## src/rtl/vds_pkg.sv

```systemverilog
package vds_pkg;

    typedef enum logic {
        MODE_DORMANT = 1'b0,
        MODE_ACTIVE  = 1'b1
    } task_mode_e;

    localparam int NUM_TASKS = 2;

endpackage

```

## src/rtl/vds_task_slot.sv

```systemverilog
module vds_task_slot
    import vds_pkg::*;
#(
    parameter int PERIOD = 20,
    parameter int SLICES = 4,
    parameter int TW     = 5,
    parameter int SW     = 3
) (
    input  logic          clk,
    input  logic          rst_n,
    input  logic          tick,
    input  logic          slice_done,
    output logic [TW-1:0] time_left,
    output logic [SW-1:0] rem,
    output task_mode_e    mode
);

    localparam logic [TW-1:0] LAST_PHASE = TW'(PERIOD - 1);
    localparam logic [TW-1:0] PERIOD_W   = TW'(PERIOD);
    localparam logic [SW-1:0] FULL_LOAD  = SW'(SLICES);

    typedef struct packed {
        logic [TW-1:0] phase;
        logic [SW-1:0] rem;
    } slot_t;

    slot_t slot_q, slot_d;

    always_comb begin
        slot_d = slot_q;
        if (slice_done && slot_q.rem != '0) begin
            slot_d.rem = slot_q.rem - 1'b1;
        end
        if (tick) begin
            if (slot_q.phase == LAST_PHASE) begin
                slot_d.phase = '0;
                slot_d.rem   = FULL_LOAD;
            end else begin
                slot_d.phase = slot_q.phase + 1'b1;
            end
        end
    end

    always_ff @(posedge clk) begin
        if (!rst_n) begin
            slot_q.phase <= '0;
            slot_q.rem   <= FULL_LOAD;
        end else begin
            slot_q <= slot_d;
        end
    end

    assign time_left = PERIOD_W - slot_q.phase;
    assign rem       = slot_q.rem;
    assign mode      = (slot_q.rem != '0) ? MODE_ACTIVE : MODE_DORMANT;

    // phase stays inside the period and the count never exceeds the load
    p_phase_range_r9: assert property (@(posedge clk) disable iff (!rst_n)
        (slot_q.phase <= LAST_PHASE) && (slot_q.rem <= FULL_LOAD));

    // boundary tick reloads regardless of a same-cycle slice_done
    p_reload_r11: assert property (@(posedge clk) disable iff (!rst_n)
        (tick && slot_q.phase == LAST_PHASE) |=> (slot_q.rem == FULL_LOAD && slot_q.phase == '0));

    // a slice_done away from a boundary removes exactly one slice
    p_decrement_r3: assert property (@(posedge clk) disable iff (!rst_n)
        (slice_done && !tick && slot_q.rem != '0) |=> (slot_q.rem == $past(slot_q.rem) - 1'b1));

    // with no pulse the count holds
    p_hold_r10: assert property (@(posedge clk) disable iff (!rst_n)
        (!slice_done && !tick) |=> $stable(slot_q.rem));

endmodule

```

## src/rtl/vds_vdeadline.sv

```systemverilog
module vds_vdeadline
    import vds_pkg::*;
#(
    parameter int TW   = 5,
    parameter int SW   = 3,
    parameter int COST = 2,
    parameter int WW   = 12
) (
    input  task_mode_e    mode_hi,
    input  task_mode_e    mode_lo,
    input  logic [SW-1:0] rem_hi,
    input  logic [SW-1:0] rem_lo,
    input  logic [TW-1:0] left_hi,
    input  logic [TW-1:0] left_lo,
    output logic          run_id,
    output logic          idle,
    output logic          forced,
    output logic [WW-1:0] need,
    output logic [WW-1:0] vdl
);

    localparam logic [WW-1:0] COST_W = WW'(COST);

    logic [TW-1:0] nearest;

    always_comb begin
        nearest = (left_lo < left_hi) ? left_lo : left_hi;
        run_id  = 1'b0;
        idle    = 1'b0;
        forced  = 1'b0;
        need    = '0;
        vdl     = '0;
        if (mode_hi == MODE_ACTIVE) begin
            need = WW'(rem_hi) * COST_W;
            if (mode_lo == MODE_ACTIVE) begin
                forced = 1'b1;
                vdl    = need;
            end else begin
                vdl = WW'(left_hi);
            end
        end else if (mode_lo == MODE_ACTIVE) begin
            run_id = 1'b1;
            need   = WW'(rem_lo) * COST_W;
            vdl    = WW'(nearest);
        end else begin
            idle = 1'b1;
        end
    end

endmodule

```

## src/rtl/vds_speed_pick.sv

```systemverilog
module vds_speed_pick #(
    parameter int LEVELS = 3,
    parameter int WW     = 12,
    parameter int CW     = 2
) (
    input  logic [WW-1:0] need,
    input  logic [WW-1:0] vdl,
    input  logic          idle,
    input  logic          forced,
    output logic [CW-1:0] code
);

    logic [LEVELS-1:0] fits;

    for (genvar k = 0; k < LEVELS; k++) begin : g_level
        localparam logic [WW-1:0] STRETCH = WW'(k + 1);
        assign fits[k] = (need * STRETCH) <= vdl;
    end

    always_comb begin
        code = '0;
        if (!idle && !forced) begin
            for (int k = 1; k < LEVELS; k++) begin
                if (fits[k]) code = CW'(k);
            end
        end
    end

endmodule

```

## src/rtl/vds_sched.sv

```systemverilog
module vds_sched
    import vds_pkg::*;
#(
    parameter int PERIOD_A = 20,
    parameter int PERIOD_B = 30,
    parameter int SLICES_A = 4,
    parameter int SLICES_B = 6,
    parameter int COST     = 2,
    parameter int LEVELS   = 3,
    localparam int PMAX    = (PERIOD_A > PERIOD_B) ? PERIOD_A : PERIOD_B,
    localparam int SMAX    = (SLICES_A > SLICES_B) ? SLICES_A : SLICES_B,
    localparam int TW      = $clog2(PMAX + 1),
    localparam int SW      = $clog2(SMAX + 1),
    localparam int CW      = (LEVELS > 1) ? $clog2(LEVELS) : 1,
    localparam int WW      = TW + SW + $clog2(COST + 1) + $clog2(LEVELS + 1) + 1
) (
    input  logic          clk,
    input  logic          rst_n,
    input  logic          tick,
    input  logic          slice_done,
    output logic          run_id,
    output logic [CW-1:0] speed,
    output logic          sleep
);

    localparam int PER [NUM_TASKS] = '{PERIOD_A, PERIOD_B};
    localparam int LOAD[NUM_TASKS] = '{SLICES_A, SLICES_B};

    logic [TW-1:0]  left [NUM_TASKS];
    logic [SW-1:0]  rem  [NUM_TASKS];
    task_mode_e     mode [NUM_TASKS];
    logic           idle, forced;
    logic [WW-1:0]  need, vdl;

    for (genvar i = 0; i < NUM_TASKS; i++) begin : g_task
        logic done_here;
        assign done_here = slice_done && !idle && (run_id == 1'(i));
        vds_task_slot #(
            .PERIOD(PER[i]),
            .SLICES(LOAD[i]),
            .TW    (TW),
            .SW    (SW)
        ) u_slot (
            .clk       (clk),
            .rst_n     (rst_n),
            .tick      (tick),
            .slice_done(done_here),
            .time_left (left[i]),
            .rem       (rem[i]),
            .mode      (mode[i])
        );
    end

    vds_vdeadline #(
        .TW  (TW),
        .SW  (SW),
        .COST(COST),
        .WW  (WW)
    ) u_vdl (
        .mode_hi(mode[0]),
        .mode_lo(mode[1]),
        .rem_hi (rem[0]),
        .rem_lo (rem[1]),
        .left_hi(left[0]),
        .left_lo(left[1]),
        .run_id (run_id),
        .idle   (idle),
        .forced (forced),
        .need   (need),
        .vdl    (vdl)
    );

    vds_speed_pick #(
        .LEVELS(LEVELS),
        .WW    (WW),
        .CW    (CW)
    ) u_pick (
        .need  (need),
        .vdl   (vdl),
        .idle  (idle),
        .forced(forced),
        .code  (speed)
    );

    assign sleep = idle;

    // the long-period task never runs while the short one has work
    p_priority_r2: assert property (@(posedge clk) disable iff (!rst_n)
        (!sleep && run_id) |-> (rem[0] == '0));

    // sleep only with both tasks empty, and outputs parked
    p_sleep_r8: assert property (@(posedge clk) disable iff (!rst_n)
        sleep |-> (rem[0] == '0 && rem[1] == '0 && speed == '0 && run_id == 1'b0));

    // pending low-priority work forces full speed on the high task
    p_forced_full_r4: assert property (@(posedge clk) disable iff (!rst_n)
        (!sleep && !run_id && rem[1] != '0) |-> (speed == '0));

    // a slowed code always fits the virtual deadline
    p_fit_r7: assert property (@(posedge clk) disable iff (!rst_n)
        (speed != '0) |-> ((need * (WW'(speed) + 1'b1)) <= vdl));

    // a slice_done while asleep leaves the sleep state in place
    p_sleep_keep_r10: assert property (@(posedge clk) disable iff (!rst_n)
        (sleep && !tick) |=> sleep);

endmodule

```

## config.mk

```make
export PLATFORM = sky130hd
export DESIGN_NAME = vds_sched
export DESIGN_NICKNAME = d
export VERILOG_FILES = /design/src/rtl/vds_pkg.sv /design/src/rtl/vds_task_slot.sv /design/src/rtl/vds_vdeadline.sv /design/src/rtl/vds_speed_pick.sv /design/src/rtl/vds_sched.sv
export SDC_FILE = /design/constraint.sdc
export NUM_CORES = 1
export LEC_CHECK = 0
export ABC_CLOCK_PERIOD_IN_PS = 9100
export BUFFER_PORTS_ARGS = -buffer_cell sky130_fd_sc_hd__buf_4
export CAP_MARGIN = 20
export CORE_UTILIZATION = 65
export DETAILED_ROUTE_END_ITERATION = 8
export HOLD_SLACK_MARGIN = 0.03
export PLACE_DENSITY = 0.84
export RECOVER_POWER = 25
export SLEW_MARGIN = 10
export SYNTH_ARGS = -nofsm -noshare
export SYNTH_HDL_FRONTEND = slang
export SYNTH_SLANG_ARGS = --single-unit
```

## constraint.sdc

```tcl
create_clock -name clk -period 9.1 [get_ports clk]
set_input_delay 2.73 -clock clk [delete_from_list [all_inputs] [get_ports clk]]
set_output_delay 2.73 -clock clk [all_outputs]
set_load 0.01 [all_outputs]
```

==> Flow_metrics.wiki, run 1 <==
{| class="wikitable"
! Metric !! Value
|-
| Initial standard-cell utilization of the core || 72.4%
|-
| Post-synthesis sequential element count || 16
|-
| Final Hold Viols || 0
|-
| Combined area of all synthesized cells || 1480 µm²
|-
| Total non-filler cell area in the finished layout || 1590 µm²
|-
| Number of ports placed on the die boundary || 8
|-
| Global route total overflow || 0
|-
| Master of the slowest instance on the critical path || sky130_fd_sc_hd__dfxtp_1
|-
| Max FO, Critical Path || 8
|-
| Synth area leader || sky130_fd_sc_hd__dfxtp_1
|-
| Netlist cell types || 42
|-
| Number of max-slew violations in the final report || 0
|-
| Worst reg2reg path depth || 10
|-
| Crit path time final || a little under 7 ns
|-
| Launch point of the worst path || g_task[0].u_slot.slot_q[3]
|-
| TritonCTS clock tree || done
|-
| Post-detailed-route count of antenna-violating nets || 0
|-
| Period Utilization, post-route || 76.1%
|-
| Critical path launch point type || register
|-
| Critical path arrival || between 4 and 5 ns
|-
| Crit path capture type || output pin
|-
| Sum of negative setup slack || 0 ns
|-
| Synth-to-Final Area Change || 7.28%
|-
| Lkg Pwr || 0.742 nW
|-
| Launch point of the worst reg-to-reg path || g_task[1].u_slot.rem[0]
|-
| Mean Syn Cell Area || 8.40 µm²
|-
| Number of clock sinks || 16
|-
| Relative max-transition margin || 55.3%
|-
| CP dominant cell by count || sky130_fd_sc_hd__ha_1
|-
| CP required || roughly 6.4 ns
|-
| Global-route wire length before repair || approximately 5.5 mm
|-
| DRT Wirelength || 3.23 mm
|-
| Final antenna diode count || 0
|-
| Net Count, Synth || 205
|-
| CP Cell Sequence || inv_1 -> ha_1 -> xor2_1 -> inv_1 -> ha_1 -> nand4_1 -> o221ai_4 -> o21ai_0 -> a221oi_1 -> o21ai_0 -> ha_1 -> nand4b_1 -> a21o_1 -> a211o_1 -> a211oi_2 -> buf_4
|-
| Total die area || 2470 µm²
|-
| Number of setup violations in the final report || 0
|-
| Register-to-Register Setup Slack || 6.77 ns
|-
| Worst hold stages || 2
|-
| Outcome || completed
|-
| Sequential fraction of the synthesis area || between 20% and 30%
|-
| Share of the synthesized area in the top cell type || 21.7%
|-
| Share of cells above drive strength 1 || under 10%
|-
| Class of the tightest hold or removal check || register to register
|-
| Type of the worst setup path || register to output pin
|-
| Horiz. Die Dim || between 40 and 50 µm
|-
| # H-tree levels || 1
|-
| Post-layout worst setup margin || about 2.2 ns
|-
| Final net count || 214
|-
| CTS root buffer || sky130_fd_sc_hd__clkbuf_4
|-
| Worst Clk Skew || 0.00460 ns
|-
| Initial antenna violation count || 0
|-
| Drt first-iter violations || 41
|-
| Vias after detailed routing || 1265
|-
| Number of core rows || 16
|-
| Skew-Pair Late Insertion Delay || between 0.2 and 0.3 ns
|-
| DP HPWL || 2.60 mm
|-
| Critical register-to-register path endpoint || g_task[0].u_slot.rem[2]
|-
| Syn Inst Count || 176
|-
| Floorplan Core Area || 2040 µm²
|-
| Worst voltage drop across the vdd grid || roughly 160 µV
|-
| Max Buffers Root-to-Sink || 2
|-
| Synth warnings || 0
|-
| Cell area after placement || 1550 µm²
|-
| Top library cells by usage in the layout, fill and taps aside || 24 x sky130_fd_sc_hd__ha_1, 17 x sky130_fd_sc_hd__inv_1, 17 x sky130_fd_sc_hd__nor2_1
|-
| Clock buffers created by TritonCTS || 3
|-
| Resized cells post-CTS || 0
|-
| Worst-Margin Slew || 0.662 ns
|-
| Largest stage delay on the critical path || between 0.4 and 0.5 ns
|-
| Vias/cell || around 6.0
|-
| Final routed DRC violation total || 0
|-
| Hold Startpoint || g_task[1].u_slot.rem[1]
|-
| # port buffers || 7
|-
| GRT Overall Usage || 29.2%
|-
| Clock slew at reported path FFs || 0.10 ns
|-
| Post-CTS setup buffer count || 0
|-
| Timing-limited maximum frequency || 144 MHz
|-
| Post-placement setup slack || around 2.6 ns
|-
| Largest net degree at the start of global routing || 13
|-
| Max-capacitance violation count || 0
|-
| RD Place Congestion || between 1 and 1.5
|-
| Hold-fix buffers, CTS || 0
|-
| Router iterations before antenna repair || 5
|-
| Detail-routed net length per standard cell || 15.3 µm
|-
| Setup repair after global routing missed its margin || false
|-
| PwrDens || 170 nW/µm²
|-
| Min-Delay Endpoint || g_task[1].u_slot.rem[1]
|-
| Vias in the first global route || 1224
|-
| Most common cell after layout, fill and taps aside || sky130_fd_sc_hd__ha_1
|-
| Die height || roughly 50 µm
|-
| Largest cells by area after synthesis || sky130_fd_sc_hd__dfxtp_1 22%, sky130_fd_sc_hd__ha_1 20%, sky130_fd_sc_hd__xnor2_1 4.7%
|}
-- through the flow --
step / utilization, % / instances / hold slack, ns / power, W
6_report: 77.7 / 211 / 0.517 / 0.000269
3_3_place_gp: 75.9 / 206 / 0.499 / 0.000210
2_1_floorplan: - / 176 / 0.470 / 0.000185
5_1_grt: 77.7 / 211 / 0.553 / 0.000290
3_5_place_dp: 75.9 / 206 / 0.503 / 0.000219
4_1_cts: 77.6 / 210 / 0.519 / 0.000267
-- power breakdown --
group          internal (W)  switching [W]  leakage [nW]
logic             0.0000590      0.0000781         0.591
clock network     0.0000244      0.0000238        0.0210
registers         0.0000763     0.00000765         0.131
total              0.000160       0.000110         0.742
-- cell type report --
type / count / area, µm²
Multi-Input combinational cell: 139 / 1080
Timing Repair Buffer: 8 / 53.8
Tap cell: 27 / 33.8
Clock buffer: 4 / 36.3
Fill cell: 160 / 455
Sequential cell: 16 / 320
Inverter: 17 / 63.8
-- Yosys cell counts (all sizes together) --
| cell | n |
|---|---|
| o221ai | 1 |
| a21oi | 6 |
| a2111oi | 1 |
| nor2b | 4 |
| a221oi | 1 |
| nor3b | 1 |
| o21ba | 1 |
| clkbuf | 3 |
| and4 | 1 |
| nand2 | 13 |
| a21boi | 2 |
| ha | 24 |
| inv | 17 |
| and3 | 1 |
| nor3 | 1 |
| fa | 1 |
| o21bai | 1 |
| nor2 | 17 |
| buf | 1 |
| a211oi | 4 |
| o41ai | 1 |
| nand3 | 4 |
| a22oi | 1 |
| a21o | 7 |
| and2b | 1 |
| nand4 | 4 |
| o21ai | 9 |
| a211o | 2 |
| xnor2 | 8 |
| nand4b | 1 |
| o211ai | 1 |
| xor2 | 6 |
| and2 | 3 |
| mux2i | 3 |
| dfxtp | 16 |
| o22ai | 3 |
| o2111ai | 1 |
| nand2b | 3 |
| mux2 | 1 |
-- critical path, delay by kind of cell (launching register included) --
family,cells,cell delay (ns)
compound gates,7,1.60
fa+ha+maj,3,0.91
flops,1,0.48
buf+inv,3,0.35
simple gates,2,0.32
xor+xnor,1,0.25
-- registers in the layout, summed over array words and instances (netlist names) --
| name | flops |
|---|---|
| g_task.u_slot.slot_q | 10 |
| g_task.u_slot.rem | 6 |
-- per-layer routing --
metal | part of all wire, % | global-route usage, %
met3 | 4.0 | 4.94
met1 | 49 | 39.4
met5 | 0 | 0
met4 | 0.87 | 7.14
met2 | 46 | 48.0
-- cells by family after synthesis --
| logic type | count (synthesis) | share of synthesized area (%) |
|---|---|---|
| AND/OR/NAND/NOR | 54 | 17.9 |
| AO/OA/AOI/OAI | 42 | 22.1 |
| adder cells (fa/ha/maj) | 25 | 21.7 |
| buffers and inverters | 21 | 5.41 |
| flip-flops | 16 | 21.7 |
| XOR/XNOR | 14 | 8.29 |
| multiplexers | 4 | 3.05 |
-- worst max path at each step --
stage               cells past startpoint       end  slack (ns)
floorplan                              15  speed[1]        3.05
global placement                       16  speed[0]        2.73
detailed placement                     16  speed[0]        2.56
CTS                                    16  speed[0]        2.22
global route                           16  speed[0]        1.94
finish                                 16  speed[0]        2.18
(Power assumes the default switching activity.)
==> run 2, diff against run 1 <==
- ABC_CLOCK_PERIOD_IN_PS: 9100 -> 5600
- CORE_UTILIZATION: 65 -> 55
- PLACE_DENSITY: 0.84 -> 0.76
- clock period: 9.1 -> 5.6 ns (I/O delays scaled with it)
==> run 2 against run 1 <==
  * Via count up 2.5%
  * Global-route usage down 2.2 points
  * Total power up 69%
  * Critical endpoint unchanged
  * Largest cell class unchanged
  * Highest routed layer unchanged
==> Flow_metrics.wiki, run 2 (same netlist as run 1, synthesis figures left out) <==
{| class="wikitable"
! Metric !! Value
|-
| Post-layout worst setup margin || 0.141 ns (was 2.18 ns)
|-
| Top library cells by usage in the layout, fill and taps aside || 22 x sky130_fd_sc_hd__ha_1, 16 x sky130_fd_sc_hd__nor2_1, 15 x sky130_fd_sc_hd__inv_1 (was 24 x sky130_fd_sc_hd__ha_1, 17 x sky130_fd_sc_hd__inv_1, 17 x sky130_fd_sc_hd__nor2_1)
|-
| Sum of negative setup slack || 0 ns (unchanged)
|-
| Worst Clk Skew || 0.00534 ns (was 0.00460 ns)
|-
| Critical Path Sink || speed[0] (unchanged)
|-
| Multi-input gate area in the final layout || 1150 µm² (was 1080 µm²)
|-
| Final Hold Viols || 0 (unchanged)
|-
| # port buffers || 7 (unchanged)
|-
| Largest stage delay on the critical path || 0.35 ns (was 0.48 ns)
|-
| Total non-filler cell area in the finished layout || 1730 µm² (was 1590 µm²)
|-
| DRT Wirelength || 3.42 mm (was 3.23 mm)
|-
| Max-capacitance violation count || 0 (unchanged)
|-
| Worst voltage drop across the vdd grid || 249 µV (was 155 µV)
|-
| Post-detailed-route count of antenna-violating nets || 0 (unchanged)
|-
| CP Cell Sequence || inv_1 -> ha_4 -> xor2_2 -> inv_1 -> ha_1 -> nand4_1 -> o221ai_4 -> o21ai_1 -> a221oi_1 -> o21ai_1 -> ha_1 -> nand4b_1 -> a21o_1 -> a211o_1 -> a211oi_2 -> buf_4 (was inv_1 -> ha_1 -> xor2_1 -> inv_1 -> ha_1 -> nand4_1 -> o221ai_4 -> o21ai_0 -> a221oi_1 -> o21ai_0 -> ha_1 -> nand4b_1 -> a21o_1 -> a211o_1 -> a211oi_2 -> buf_4)
|-
| Number of setup violations in the final report || 0 (unchanged)
|-
| Number of clock sinks || 16 (unchanged)
|-
| Vias/cell || 5.84 (was 6.00)
|-
| Master of the slowest instance on the critical path || sky130_fd_sc_hd__dfxtp_2 (was sky130_fd_sc_hd__dfxtp_1)
|-
| Vias after detailed routing || 1296 (was 1265)
|-
| Initial antenna violation count || 0 (unchanged)
|-
| Worst reg2reg path depth || 10 (unchanged)
|-
| Largest net degree at the start of global routing || 13 (unchanged)
|-
| Vias in the first global route || 1281 (was 1224)
|-
| Top flop regs || g_task.u_slot.slot_q: 10 flops, g_task.u_slot.rem: 6 flops (unchanged)
|-
| CTS root buffer || sky130_fd_sc_hd__clkbuf_4 (unchanged)
|-
| Most common cell after layout, fill and taps aside || sky130_fd_sc_hd__ha_1 (unchanged)
|-
| # H-tree levels || 1 (unchanged)
|-
| Period Utilization, post-route || 97.5%
|-
| Hold Startpoint || g_task[0].u_slot.rem[1] (was g_task[1].u_slot.rem[1])
|-
| Detail-routed net length per standard cell || 15.4 µm (was 15.3 µm)
|-
| Type of the worst setup path || register to output pin (unchanged)
|-
| Launch point of the worst path || g_task[0].u_slot.slot_q[4] (was g_task[0].u_slot.slot_q[3])
|-
| Die height || 53.9 µm (was 49.7 µm)
|-
| TritonCTS clock tree || done (unchanged)
|-
| Reg with most FFs || g_task.u_slot.slot_q (unchanged)
|-
| Max FO, Critical Path || 5 (was 8)
|-
| Timing-limited maximum frequency || approximately 180 MHz
|-
| GRT Overall Usage || 27.0% (was 29.2%)
|-
| Max Buffers Root-to-Sink || 2 (unchanged)
|-
| Global-route wire length before repair || 5.62 mm (was 5.49 mm)
|-
| Number of max-slew violations in the final report || 0 (unchanged)
|-
| Total die area || 2900 µm² (was 2470 µm²)
|-
| Critical path launch point type || register (unchanged)
|-
| Global route total overflow || 0 (unchanged)
|-
| Lkg Pwr || 0.796 nW (was 0.742 nW)
|-
| Layout filler cell count || 200 (was 160)
|-
| Crit path time final || about 5.5 ns
|-
| Crit path capture type || output pin (unchanged)
|-
| Share of cells above drive strength 1 || 21.4% (was 8.70%)
|-
| Flip-flop count of the largest register after layout || 10 (unchanged)
|-
| Outcome || completed (unchanged)
|-
| Initial standard-cell utilization of the core || 59.2% (was 72.4%)
|-
| Number of ports placed on the die boundary || 8 (unchanged)
|-
| Horiz. Die Dim || 53.9 µm (was 49.7 µm)
|-
| Final antenna diode count || 0 (unchanged)
|-
| CP required || 3.92 ns (was 6.37 ns)
|-
| Drt first-iter violations || 21 (was 41)
|-
| Launch point of the worst reg-to-reg path || g_task[0].u_slot.rem[0] (was g_task[1].u_slot.rem[0])
|-
| DP HPWL || 2.63 mm (was 2.60 mm)
|-
| Class of the tightest hold or removal check || register to register (unchanged)
|-
| Critical path arrival || 3.78 ns (was 4.19 ns)
|-
| Clock slew at reported path FFs || 0.09 ns (was 0.10 ns)
|-
| Skew-Pair Late Insertion Delay || 0.28 ns (was 0.29 ns)
|-
| Floorplan Core Area || 2500 µm² (was 2040 µm²)
|-
| RD Place Congestion || 0.995 (was 1.01)
|-
| Seq. cell area || 328 µm² (was 320 µm²)
|-
| Final net count || 222 (was 214)
|-
| PwrDens || 264 nW/µm² (was 170 nW/µm²)
|-
| Hold-fix buffers, CTS || 0 (unchanged)
|-
| Cell area after placement || 1560 µm² (was 1550 µm²)
|-
| Relative max-transition margin || 59.0% (was 55.3%)
|-
| Critical register-to-register path endpoint || g_task[0].u_slot.rem[2] (unchanged)
|-
| Final routed DRC violation total || 0 (unchanged)
|-
| Post-placement setup slack || 0.217 ns (was 2.56 ns)
|-
| Clock buffers created by TritonCTS || 3 (unchanged)
|-
| Number of core rows || 18 (was 16)
|-
| Synth-to-Final Area Change || 16.9% (was 7.28%)
|-
| Router iterations before antenna repair || 4 (was 5)
|-
| Worst-Margin Slew || 0.615 ns (was 0.662 ns)
|-
| Register-to-Register Setup Slack || 3.40 ns (was 6.77 ns)
|}
run 2: cell count changes in the layout (fill, tap and decap cells not counted), sizes merged:
| cell | before | now |
|---|---|---|
| buf | 6 | 14 |
run 2: critical path: cells and delay by family, from the launching register on:
kind            cells  cell delay, ns
compound gates      7            1.50
xor+xnor            1            0.20
buf+inv             3            0.32
fa+ha+maj           3            0.81
flops               1            0.35
simple gates        2            0.32
run 2: how the worst min path moves through the flow:
| stage | endpoint | slack [ns] | cells after the start |
|---|---|---|---|
| 3_3_place_gp | g_task[1].u_slot.rem[2] | 0.50 | 2 |
| 6_report | g_task[0].u_slot.rem[1] | 0.53 | 2 |
| 4_1_cts | g_task[1].u_slot.rem[2] | 0.52 | 2 |
| 2_1_floorplan | g_task[1].u_slot.rem[1] | 0.47 | 2 |
| 3_5_place_dp | g_task[1].u_slot.rem[2] | 0.50 | 2 |
| 5_1_grt | g_task[1].u_slot.rem[2] | 0.55 | 2 |
run 2: per-stage QoR:
| stage | hold WS [ns] | util [%] | std cells | total power, W |
|---|---|---|---|---|
| 6_report | 0.527 | 69.2 | 222 | 0.000456 |
| 5_1_grt | 0.549 | 69.2 | 222 | 0.000496 |
| 4_1_cts | 0.523 | 64.5 | 216 | 0.000433 |
| 3_5_place_dp | 0.499 | 62.4 | 210 | 0.000354 |
| 3_3_place_gp | 0.495 | 62.4 | 210 | 0.000343 |
| 2_1_floorplan | 0.470 | - | 176 | 0.000301 |
run 2: repair_timing:
item                       CTS  global route
gates resized for setup      1            22
pin swaps                    1             7
cloned                       0             0
setup buffers                2             5
setup endpoints to repair    2             2
run 2: layout make-up:
cell class,count,share of cell area (%)
multi-input combinational,139,66.5
sequential,16,19.0
timing repair buffer,16,6.58
inverter,17,3.69
tap,30,2.17
clock buffer,4,2.10
run 2: routing by layer:
layer | share of wire, % | vias to the layer above | GRT usage (%)
li1 | - | 646 | -
met1 | 48 | 626 | 35.7
met2 | 49 | 18 | 43.4
met3 | 1.9 | 6 | 3.67
met4 | 1.4 | 0 | 11.4
met5 | 0 | - | 0
run 2: power by group:
group / internal [W] / switching, W
Combinational: 0.000109 / 0.000137
Clock: 0.0000395 / 0.0000363
Sequential: 0.000124 / 0.00000984
==> run 3, diff against run 2 <==
- ABC_AREA: default -> 1
==> run 3 against run 2 <==
  * Wire length fell by 14%
  * Worst hold slack got worse by 0.025 ns
  * Global-route usage fell by 2.9 points
  * Register-to-register slack improved by 0.02 ns
  * Critical path depth rose by 1
  * Die area fell by 2.6%
  * Sequential power barely moved
  * Synthesized cell count rose by 13%
  * Sequential share of layout area rose by 1.6 points
  * Largest cell class unchanged
  * Total power fell by 0.38%
  * Final area fell by 9.6%
==> Flow_metrics.wiki, run 3 <==
{| class="wikitable"
! Metric !! Value
|-
| Top library cells by usage in the layout, fill and taps aside || 36 x sky130_fd_sc_hd__nand2_1, 34 x sky130_fd_sc_hd__inv_1, 24 x sky130_fd_sc_hd__ha_1 (was 22 x sky130_fd_sc_hd__ha_1, 16 x sky130_fd_sc_hd__nor2_1, 15 x sky130_fd_sc_hd__inv_1)
|-
| Worst reg2reg path depth || 11 (was 10)
|-
| Max FO, Critical Path || 7 (was 5)
|-
| Worst hold stages || 2 (unchanged)
|-
| Largest net degree at the start of global routing || 12 (was 13)
|-
| Layout filler cell count || 243 (was 200)
|-
| # H-tree levels || 1 (unchanged)
|-
| Top_reg_cell synth || sky130_fd_sc_hd__dfxtp_1 (unchanged)
|-
| Crit path capture type || output pin (unchanged)
|-
| # port buffers || 7 (unchanged)
|-
| Netlist cell types || 29 (was 42)
|-
| Net Count, Synth || 228 (was 205)
|-
| Flip-flop count of the largest register after layout || 10 (unchanged)
|-
| Final routed DRC violation total || 0 (unchanged)
|-
| Leading post-synthesis cells by instance count || 36 x sky130_fd_sc_hd__nand2_1, 34 x sky130_fd_sc_hd__inv_1, 24 x sky130_fd_sc_hd__ha_1, 17 x sky130_fd_sc_hd__nor2_1, 16 x sky130_fd_sc_hd__dfxtp_1 (was 24 x sky130_fd_sc_hd__ha_1, 17 x sky130_fd_sc_hd__inv_1, 17 x sky130_fd_sc_hd__nor2_1, 16 x sky130_fd_sc_hd__dfxtp_1, 13 x sky130_fd_sc_hd__nand2_1)
|-
| Max Buffers Root-to-Sink || 2 (unchanged)
|-
| Final net count || 240 (was 222)
|-
| Worst voltage drop across the vdd grid || 270 µV (was 249 µV)
|-
| Number of setup violations in the final report || 0 (unchanged)
|-
| Detail-routed net length per standard cell || 12.2 µm (was 15.4 µm)
|-
| Sum of negative setup slack || 0 ns (unchanged)
|-
| Largest stage delay on the critical path || 0.41 ns (was 0.35 ns)
|-
| Vias after detailed routing || 1283 (was 1296)
|-
| Worst Clk Skew || 0.00115 ns (was 0.00534 ns)
|-
| TritonCTS clock tree || done (unchanged)
|-
| Most common cell after layout, fill and taps aside || sky130_fd_sc_hd__nand2_1 (was sky130_fd_sc_hd__ha_1)
|-
| Largest cells by area after synthesis || sky130_fd_sc_hd__dfxtp_1 22%, sky130_fd_sc_hd__ha_1 21%, sky130_fd_sc_hd__nand2_1 9.4% (was sky130_fd_sc_hd__dfxtp_1 22%, sky130_fd_sc_hd__ha_1 20%, sky130_fd_sc_hd__xnor2_1 4.7%)
|-
| Max-capacitance violation count || 0 (unchanged)
|-
| DRT Wirelength || 2.93 mm (was 3.42 mm)
|-
| Initial antenna violation count || 0 (unchanged)
|-
| Post-CTS setup buffer count || 0 (was 2)
|-
| Lkg Pwr || 0.803 nW (was 0.796 nW)
|-
| PwrDens || 291 nW/µm² (was 264 nW/µm²)
|-
| Skew-Pair Late Insertion Delay || 0.28 ns (about the same)
|-
| Post-synthesis sequential element count || 16 (unchanged)
|-
| Die height || 53.2 µm (was 53.9 µm)
|-
| Critical path launch point type || register (unchanged)
|-
| Router iterations before antenna repair || 4 (unchanged)
|-
| Outcome || completed (unchanged)
|-
| Synth area leader || sky130_fd_sc_hd__dfxtp_1 (unchanged)
|-
| Period Utilization, post-route || 93.4% (was 97.5%)
|-
| Clock buffers created by TritonCTS || 3 (unchanged)
|-
| Crit path time final || 5.23 ns (was 5.46 ns)
|-
| Vias/cell || 5.35 (was 5.84)
|-
| Horiz. Die Dim || 53.2 µm (was 53.9 µm)
|-
| Critical path arrival || 3.55 ns (was 3.78 ns)
|-
| Number of max-slew violations in the final report || 0 (unchanged)
|-
| CP required || 3.92 ns (about the same)
|-
| Syn Inst Count || 199 (was 176)
|-
| GRT Overall Usage || 24.0% (was 27.0%)
|-
| Async set-reset flop share out of synthesis || 0% (unchanged)
|-
| Type of the worst setup path || register to output pin (unchanged)
|-
| Post-detailed-route count of antenna-violating nets || 0 (unchanged)
|-
| Share of the synthesized area in the top cell type || 22.3% (was 21.7%)
|-
| CTS root buffer || sky130_fd_sc_hd__clkbuf_4 (unchanged)
|-
| Post-synth EDFFs || 0 (unchanged)
|-
| RD Place Congestion || 0.874 (was 0.995)
|-
| Class of the tightest hold or removal check || register to register (unchanged)
|-
| Min-Delay Endpoint || g_task[0].u_slot.rem[1] (unchanged)
|-
| DP HPWL || 2.44 mm (was 2.63 mm)
|-
| Initial standard-cell utilization of the core || 58.1% (was 59.2%)
|-
| Drt first-iter violations || 25 (was 21)
|-
| Number of ports placed on the die boundary || 8 (unchanged)
|-
| Share of power burned in registers || 29.7% (was 29.4%)
|-
| Worst-Margin Slew || 0.531 ns (was 0.615 ns)
|-
| CP Cell Sequence || inv_1 -> ha_1 -> o21ai_0 -> xor2_1 -> ha_1 -> a21oi_1 -> nand3_4 -> o21ai_0 -> o22ai_1 -> a22oi_1 -> ha_1 -> a21oi_1 -> o21ai_0 -> nand2_1 -> nand2_2 -> nor2_1 -> buf_4 (was inv_1 -> ha_4 -> xor2_2 -> inv_1 -> ha_1 -> nand4_1 -> o221ai_4 -> o21ai_1 -> a221oi_1 -> o21ai_1 -> ha_1 -> nand4b_1 -> a21o_1 -> a211o_1 -> a211oi_2 -> buf_4)
|-
| Net Switching || 0.000191 W (was 0.000183 W)
|-
| Relative max-transition margin || 64.5% (was 59.0%)
|-
| Master of the slowest instance on the critical path || sky130_fd_sc_hd__dfxtp_2 (unchanged)
|-
| Number of clock sinks || 16 (unchanged)
|-
| Mean Syn Cell Area || 7.23 µm² (was 8.40 µm²)
|-
| Reg with most FFs || g_task.u_slot.slot_q (unchanged)
|-
| Register-to-Register Setup Slack || 3.42 ns (was 3.40 ns)
|-
| Resized cells post-CTS || 0 (was 1)
|-
| Fraction of power consumed by combinational cells || 53.9% (was 54.0%)
|-
| Sequential fraction of the synthesis area || 22.3% (was 21.7%)
|-
| Hold-fix buffers, CTS || 0 (unchanged)
|-
| Number of core rows || 18 (unchanged)
|-
| Sw Ratio || 42.1% (was 40.1%)
|-
| Floorplan Core Area || 2480 µm² (was 2500 µm²)
|-
| Internal power summed over all cells || 0.000263 W (was 0.000273 W)
|-
| Seq. cell area || 322 µm² (was 328 µm²)
|-
| Most numerous cell in the Yosys netlist || sky130_fd_sc_hd__nand2_1 (was sky130_fd_sc_hd__ha_1)
|-
| Final Hold Viols || 0 (unchanged)
|-
| Combined area of all synthesized cells || 1440 µm² (was 1480 µm²)
|-
| Global route total overflow || 0 (unchanged)
|-
| Launch point of the worst reg-to-reg path || g_task[1].u_slot.rem[0] (was g_task[0].u_slot.rem[0])
|-
| Total die area || 2820 µm² (was 2900 µm²)
|-
| Synth warnings || 0 (unchanged)
|-
| Final antenna diode count || 0 (unchanged)
|-
| Synth-to-Final Area Change || 8.61% (was 16.9%)
|-
| Clock slew at reported path FFs || 0.09 ns (about the same)
|-
| Top flop regs || g_task.u_slot.slot_q: 10 flops, g_task.u_slot.rem: 6 flops (unchanged)
|-
| Critical register-to-register path endpoint || g_task[0].u_slot.rem[2] (unchanged)
|-
| Setup repair after global routing missed its margin || false
|-
| Multi-input gate area in the final layout || 977 µm² (was 1150 µm²)
|-
| Worst hold slack across all endpoints || 0.502 ns (was 0.527 ns)
|-
| Share of cells above drive strength 1 || 9.52% (was 21.4%)
|-
| Timing-limited maximum frequency || 191 MHz (was 183 MHz)
|-
| Hold Startpoint || g_task[0].u_slot.rem[1] (unchanged)
|-
| Global-route wire length before repair || 4.88 mm (was 5.62 mm)
|-
| Clock group share of total power || 16.4% (was 16.6%)
|-
| Vias in the first global route || 1144 (was 1281)
|}
## run 3: cell types whose count changed after synthesis, moves of 4 or more
cell,delta
sky130_fd_sc_hd__nand2_1,+23
sky130_fd_sc_hd__a21o_1,-7
sky130_fd_sc_hd__inv_1,+17
sky130_fd_sc_hd__nand3_1,+4
sky130_fd_sc_hd__xnor2_1,-4
sky130_fd_sc_hd__a21oi_1,+8
sky130_fd_sc_hd__nor2b_1,-4
## run 3: stage by stage
step           util, %  setup WS [ns]  power [W]  cells  instance area [µm²]
6_report          63.1          0.370   0.000454    240                 1560
2_1_floorplan        -           1.09   0.000324    199                 1440
3_5_place_dp      61.7          0.600   0.000381    236                 1530
5_1_grt           63.1         0.0411   0.000501    240                 1560
4_1_cts           63.2          0.275   0.000458    240                 1570
3_3_place_gp      61.7          0.680   0.000365    236                 1530
## run 3: worst max-delay path, delay by kind of cell (launching register included)
kind	cells	cell delay, ns
AND/OR/NAND/NOR	4	0.38
AO/OA/AOI/OAI	7	1.18
buffers and inverters	2	0.19
flip-flops	1	0.41
XOR/XNOR	1	0.28
adder cells (fa/ha/maj)	3	0.82
## run 3: kinds of logic after synthesis
group           count (synthesis)  synth area share, %
simple gates                   73                 24.1
fa+ha+maj                      25                 22.3
buf+inv                        37                 9.83
xor+xnor                       11                 6.70
flops                          16                 22.3
compound gates                 37                 14.9
## run 3: power groups by stage
stage | clock network (W) | registers (W) | logic [W]
final | 0.0000745 | 0.000135 | 0.000245
after global placement | 0 | 0.000137 | 0.000229
after detailed placement | 0 | 0.000137 | 0.000244
after CTS | 0.0000772 | 0.000135 | 0.000246
after floorplan | 0 | 0.000135 | 0.000189
after global routing | 0.0000814 | 0.000136 | 0.000284
## run 3: routing by layer
layer | share of wire, % | GRT usage, %
met1 | 49 | 31.0
met2 | 48 | 39.2
met3 | 1.6 | 3.16
met4 | 1.5 | 11.0
met5 | 0 | 0
## run 3: how the worst max path moves through the flow
stage	to	slack, ns	cells past startpoint	from
2_1_floorplan	speed[0]	1.09	17	g_task[0].u_slot.rem[0]
3_3_place_gp	speed[0]	0.68	18	g_task[0].u_slot.slot_q[3]
3_5_place_dp	speed[0]	0.60	18	g_task[0].u_slot.slot_q[3]
4_1_cts	speed[1]	0.27	17	g_task[0].u_slot.slot_q[3]
5_1_grt	speed[1]	0.04	17	g_task[0].u_slot.slot_q[3]
6_report	speed[1]	0.37	17	g_task[0].u_slot.slot_q[3]
## run 3: layout make-up
class,instances,share of cell area [%]
multi-input combinational,146,62.5
tap,30,2.40
sequential,16,20.6
clock buffer,4,2.32
timing repair buffer,7,3.12
inverter,37,9.05
